## src/rtl/adc_sp_pkg.sv

```systemverilog
package adc_sp_pkg;

    typedef enum logic [1:0] {
        ST_CONV  = 2'd0,
        ST_SLEEP = 2'd1,
        ST_DATA  = 2'd2
    } sp_state_t;

    typedef struct packed {
        logic rise;
        logic fall;
    } sck_ev_t;

    function automatic logic sp_shows_busy(input sp_state_t st);
        return st == ST_CONV;
    endfunction

endpackage

```

## src/rtl/adc_sp_edge.sv

```systemverilog
module adc_sp_edge
    import adc_sp_pkg::*;
(
    input  logic    clk,
    input  logic    rst,
    input  logic    sck,
    output sck_ev_t ev
);
    logic sck_q;

    always_ff @(posedge clk) begin
        if (rst) sck_q <= 1'b0;
        else     sck_q <= sck;
    end

    always_comb begin
        ev.rise = sck & ~sck_q;
        ev.fall = ~sck & sck_q;
    end
endmodule

```

## src/rtl/adc_sp_timer.sv

```systemverilog
module adc_sp_timer #(
    parameter int CONV_CYCLES = 1000
) (
    input  logic clk,
    input  logic rst,
    input  logic start,
    input  logic run,
    output logic tc
);
    localparam int CNT_W = (CONV_CYCLES > 2) ? $clog2(CONV_CYCLES) : 1;
    localparam logic [CNT_W-1:0] LAST = CNT_W'(CONV_CYCLES - 1);

    logic [CNT_W-1:0] cnt_q;

    assign tc = run && (cnt_q == LAST);

    always_ff @(posedge clk) begin
        if (rst || start)    cnt_q <= '0;
        else if (run && !tc) cnt_q <= cnt_q + 1'b1;
    end
endmodule

```

## src/rtl/adc_sp_shifter.sv

```systemverilog
module adc_sp_shifter #(
    parameter int WORD_W = 32
) (
    input  logic              clk,
    input  logic              rst,
    input  logic              load,
    input  logic [WORD_W-1:0] din,
    input  logic              shift,
    output logic [WORD_W-1:0] word,
    output logic              msb
);
    localparam logic [WORD_W-1:0] FLAG_BIT = {1'b1, {(WORD_W-1){1'b0}}};

    logic [WORD_W-1:0] sh_q;

    always_ff @(posedge clk) begin
        if (rst)        sh_q <= '0;
        else if (load)  sh_q <= din & ~FLAG_BIT;
        else if (shift) sh_q <= {sh_q[WORD_W-2:0], 1'b0};
    end

    assign word = sh_q;
    assign msb  = sh_q[WORD_W-1];
endmodule

```

## src/rtl/adc_serial_port.sv

```systemverilog
module adc_serial_port
    import adc_sp_pkg::*;
#(
    parameter int WORD_W      = 32,
    parameter int CONV_CYCLES = 1000
) (
    input  logic              clk,
    input  logic              rst,
    input  logic              mode_2w_sel,
    input  logic              cs_n,
    input  logic              sck,
    input  logic [WORD_W-1:0] conv_data,
    output logic              sdo,
    output logic              sdo_oe,
    output logic              conv_start
);
    localparam int BIT_CNT_W = $clog2(WORD_W);
    localparam logic [BIT_CNT_W-1:0] LAST_BIT = BIT_CNT_W'(WORD_W - 1);

    logic                 mode_q;
    logic                 sel;
    sck_ev_t              ev;
    sp_state_t            state_q, state_d;
    logic [BIT_CNT_W-1:0] bit_cnt_q, bit_cnt_d;
    logic                 go_conv;
    logic                 tc;
    logic                 shift;
    logic [WORD_W-1:0]    sh_word;
    logic                 sh_msb;

    always_ff @(posedge clk) begin
        if (rst) mode_q <= mode_2w_sel;
    end

    assign sel = mode_q | ~cs_n;

    adc_sp_edge u_edge (
        .clk (clk),
        .rst (rst),
        .sck (sck),
        .ev  (ev)
    );

    adc_sp_timer #(.CONV_CYCLES(CONV_CYCLES)) u_timer (
        .clk   (clk),
        .rst   (rst),
        .start (go_conv),
        .run   (state_q == ST_CONV),
        .tc    (tc)
    );

    adc_sp_shifter #(.WORD_W(WORD_W)) u_shift (
        .clk   (clk),
        .rst   (rst),
        .load  (tc),
        .din   (conv_data),
        .shift (shift),
        .word  (sh_word),
        .msb   (sh_msb)
    );

    always_comb begin
        state_d   = state_q;
        bit_cnt_d = bit_cnt_q;
        go_conv   = 1'b0;
        shift     = 1'b0;
        case (state_q)
            ST_CONV: begin
                if (tc) state_d = ST_SLEEP;
            end
            ST_SLEEP: begin
                if (sel && ev.rise) begin
                    state_d   = ST_DATA;
                    bit_cnt_d = '0;
                end
            end
            ST_DATA: begin
                if (!sel) begin
                    go_conv = 1'b1;
                    state_d = ST_CONV;
                end else if (ev.fall) begin
                    if (bit_cnt_q == LAST_BIT) begin
                        go_conv = 1'b1;
                        state_d = ST_CONV;
                    end else begin
                        shift     = 1'b1;
                        bit_cnt_d = bit_cnt_q + 1'b1;
                    end
                end
            end
            default: state_d = ST_CONV;
        endcase
    end

    always_ff @(posedge clk) begin
        if (rst) begin
            state_q    <= ST_CONV;
            bit_cnt_q  <= '0;
            conv_start <= 1'b0;
        end else begin
            state_q    <= state_d;
            bit_cnt_q  <= bit_cnt_d;
            conv_start <= go_conv;
        end
    end

    assign sdo_oe = sel;
    assign sdo    = sel & (sp_shows_busy(state_q) | sh_msb);
endmodule

```

## config.mk

```make
export PLATFORM = sky130hd
export DESIGN_NAME = adc_serial_port
export DESIGN_NICKNAME = d
export VERILOG_FILES = /design/src/rtl/adc_sp_pkg.sv /design/src/rtl/adc_sp_edge.sv /design/src/rtl/adc_sp_timer.sv /design/src/rtl/adc_sp_shifter.sv /design/src/rtl/adc_serial_port.sv
export SDC_FILE = /design/constraint.sdc
export NUM_CORES = 1
export LEC_CHECK = 0
export BUFFER_PORTS_ARGS = -buffer_cell sky130_fd_sc_hd__buf_4
export CORE_MARGIN = 10
export CORE_UTILIZATION = 55
export CTS_CLUSTER_DIAMETER = 100
export DETAILED_ROUTE_END_ITERATION = 7
export PLACE_DENSITY = 0.85
export SETUP_SLACK_MARGIN = 0.1
export SYNTH_ARGS = -nofsm -noshare
export SYNTH_HDL_FRONTEND = slang
export SYNTH_SLANG_ARGS = --single-unit
```

## constraint.sdc

```tcl
create_clock -name clk -period 2.4 [get_ports clk]
set_clock_uncertainty 0.2 [all_clocks]
set_input_delay 0.6 -clock clk [delete_from_list [all_inputs] [get_ports clk]]
set_output_delay 0.6 -clock clk [all_outputs]
set_load 0.05 [all_outputs]
```

==> flow_summary.rst <==
.. list-table::
   :header-rows: 1

   * - Metric
     - Value
   * - Hold Fails Final Rpt
     - 0
   * - Flip-flop and latch count after synthesis
     - 52
   * - Buffer depth of the longest clock path
     - 2
   * - Pin count of the biggest net entering global routing
     - 62
   * - Post-synthesis cell count
     - 288
   * - Final antenna-violating net count
     - 0
   * - Crit-path cells
     - and2b_4, inv_1, buf_4
   * - Sinks on the clock net
     - 52
   * - DRT Wirelength
     - 5380 um
   * - Clock input transition at the sequential cells of the worst setup and hold paths
     - 0.09 ns
   * - Worst setup margin
     - 0.193 ns
   * - Crit-path slowest cell
     - sky130_fd_sc_hd__edfxtp_1
   * - Overall via count from detail_route
     - 2158
   * - Number of nets in the synthesized netlist
     - 329
   * - Setup total negative slack
     - 0 ns
   * - Type of the most critical hold path
     - in -> reg
   * - Final weighted congestion of routability-driven global placement
     - 0.809
   * - Source of the critical timing path
     - mode_q
   * - Number of setup violations in the final report
     - 0
   * - Vias per Instance
     - 5.77
   * - Worst slew margin relative to its limit
     - 64.5%
   * - Tightest Pin Transition
     - 0.530 ns
   * - Proportion of synthesized chip area in sequential cells
     - 43.4%
   * - Period Utilization, post-route
     - 92.0%
   * - Start-to-end type of the worst setup path
     - reg -> out
   * - Final instance area
     - 0.00288 mm^2
   * - Count of routing violations after the opening detailed-route iteration
     - 135
   * - Wire length on met2
     - 2530 um
   * - Num CTS Buffers
     - 5
   * - Syn. warnings
     - 0
   * - # H-tree levels
     - 2
   * - Average wire per cell in the routed design
     - 14.4 um
   * - Synthesis-to-layout area growth
     - 18.7%
   * - Number of I/O port buffers
     - 38
   * - Leftover overflow at the end of global routing
     - 0
   * - Final design utilization
     - 66.5%
   * - Count of final max-slew check failures
     - 0
   * - Nature of the critical path endpoint
     - primary output
   * - Estimated wirelength of the detail-placed design
     - 3620 um
   * - Via count of the first global-routing pass
     - 2026
   * - Number of search-and-repair iterations in the first detailed-routing pass
     - 5
   * - TritonCTS clock tree
     - done
   * - Highest layer used for signal routing
     - met4
   * - Main flop type after synthesis
     - sky130_fd_sc_hd__dfxtp_1
   * - Cell taking the most area after synthesis
     - sky130_fd_sc_hd__dfxtp_1
   * - Power, Total
     - 1.49 mW
   * - Number of distinct library cell variants in the gate-level netlist after synthesis
     - 44
   * - Final-stage net count
     - 362
   * - Largest voltage drop on the vdd net
     - 0.370 mV
   * - Critical path data required time
     - 1.60 ns
   * - Area of the core
     - 0.00432 mm^2
   * - Latest clock arrival within the worst-skew pair
     - 0.30 ns
   * - Number of flops mapped to enable cells by yosys
     - 1
   * - Post-cts hold buffer count
     - 0
   * - Critical path peak fanout
     - 14
   * - Unrepaired setup endpoints after global routing
     - false
   * - Die area
     - 0.00746 mm^2
   * - Horizontal die dimension
     - 86.4 um
   * - Pre-CTS setup slack
     - 0.143 ns
   * - Die span in y
     - 86.4 um
   * - Number of top-level pins
     - 40
   * - Antenna fix cells
     - 0
   * - Netlist Area Pre-Place
     - 0.00242 mm^2
   * - Number of placement rows
     - 24
   * - PD cells
     - 516 mW/mm^2
   * - Source of the worst hold timing path
     - mode_2w_sel
   * - Final Critical Period
     - 2.21 ns
   * - Master cell of the clock root buffer
     - sky130_fd_sc_hd__clkbuf_8
   * - Largest cells by area after synthesis
     - sky130_fd_sc_hd__dfxtp_1 (42%), sky130_fd_sc_hd__a311oi_1 (10%), sky130_fd_sc_hd__nand2_1 (9.9%)
   * - Met3 wirelength from detailed routing
     - 341 um
   * - Global-route total usage across every layer
     - 13.7%
   * - Starting Density
     - 56.0%
   * - Synth Area per Inst
     - 8.42 um^2
   * - Wire length of the first global-routing pass
     - 8660 um
   * - Static leakage
     - 1.08 nW
   * - Run status
     - completed
   * - Crit start category
     - flip-flop
   * - Antenna violations before repair
     - 0
   * - Max Clk Rate
     - 453 MHz
   * - Slowest cell delay on critical path
     - 0.36 ns
   * - Instance area after placement
     - 0.00275 mm^2
   * - Max-Cap Viols
     - 0
   * - Met1 routed wirelength after detailed routing
     - 2460 um
   * - Reg-to-Reg Start
     - bit_cnt_q[0]
   * - Post-synthesis async set-or-reset flop share
     - 0%
   * - Layout cells sized above 1
     - 19.6%
   * - Data arrival time of the critical path
     - 1.41 ns
   * - Filler Cells Inserted
     - 370
   * - Fraction of post-synthesis cell area in the top cell type by area
     - 42.1%
   * - DRC Markers
     - 0
[critical path: cells and delay by family, from the launching register on]
family                 cells  cell delay [ns]
buffers and inverters      2             0.38
DFF                        1             0.36
and+or+nand+nor            1             0.36
[where the power goes]
| group | internal (mW) | switching [mW] | leakage (nW) |
|---|---|---|---|
| sequential | 0.871 | 0.00490 | 0.421 |
| clock | 0.235 | 0.275 | 0.0445 |
| combinational | 0.0524 | 0.0471 | 0.618 |
| total | 1.16 | 0.327 | 1.08 |
[metal layers]
metal | global-route usage, % | up-vias
met5 | 0 | -
met4 | 4.57 | 0
met3 | 3.38 | 8
met2 | 23.4 | 64
met1 | 16.3 | 999
li1 | - | 1087
[cell usage in the layout, fill, tap and decap left out, drive strengths merged, types with 2 or more instances in the layout]
master	n
or4	2
and3	4
mux2i	2
xor2	6
nand4	4
ha	4
nand3	9
and4bb	2
a311oi	29
nor3b	2
a21oi	10
and2b	4
nor2b	2
nor2	43
inv	4
nand2b	3
dfxtp	51
o21ai	3
nand2	64
clkbuf	8
nor3	4
o31ai	2
buf	43
[final cells by class]
cell class / count / area [um^2] / area share [%]
multi-input cells: 214 / 1270 / 44.0
flip-flops and latches: 52 / 1050 / 36.5
repair buffers: 44 / 385 / 13.4
clock buffers: 7 / 86.3 / 3.00
well taps: 52 / 65.1 / 2.26
inverters: 4 / 15.0 / 0.522
clock inverters: 1 / 7.51 / 0.261
[sequential cells by signal, summed over array words and instances, names as in the netlist]
name and count:
u_edge.sck_q 1, conv_start 1, mode_q 1, state_q 2
bit_cnt_q 5, u_shift.word 32, u_timer.cnt_q 10
[final timing paths]
check / depth (start not counted) / slack (ns) / to
setup / recovery: 3 / 0.19 / sdo_oe
hold / removal: 1 / 0.27 / mode_q
setup reg to reg: 8 / 0.22 / u_shift.word[10]
hold reg to reg: 2 / 0.27 / u_shift.word[24]
[Yosys cell counts (4+ instances only)]
cell / number
sky130_fd_sc_hd__a21oi_1: 10
sky130_fd_sc_hd__clkbuf_1: 10
sky130_fd_sc_hd__a311oi_1: 28
sky130_fd_sc_hd__nand4_1: 4
sky130_fd_sc_hd__and3_1: 4
sky130_fd_sc_hd__buf_2: 4
sky130_fd_sc_hd__nand2_1: 64
sky130_fd_sc_hd__ha_1: 4
sky130_fd_sc_hd__nor2_1: 43
sky130_fd_sc_hd__nor3_1: 4
sky130_fd_sc_hd__dfxtp_1: 51
sky130_fd_sc_hd__inv_1: 4
sky130_fd_sc_hd__nand3_1: 9
sky130_fd_sc_hd__xor2_1: 6
[logic make-up after synthesis]
group | synth area share [%]
buffers and inverters | 4.54
adder cells (fa/ha/maj) | 2.07
multiplexers | 0.826
AO/OA/AOI/OAI | 17.6
flip-flops | 43.4
XOR/XNOR | 2.53
AND/OR/NAND/NOR | 29.1
[repair_timing]
item / CTS / global route
endpoints found under the setup margin: 1 / 3
pin swaps: 0 / 1
buffers inserted: 0 / 1
gates resized for setup: 1 / 0
cloned: 0 / 1
[metrics by stage]
stage	cells	hold slack, ns
after floorplan	288	0.244
after global placement	364	0.254
after detailed placement	364	0.264
after CTS	372	0.268
after global routing	374	0.260
final	374	0.272
(Power assumes the default switching activity.)
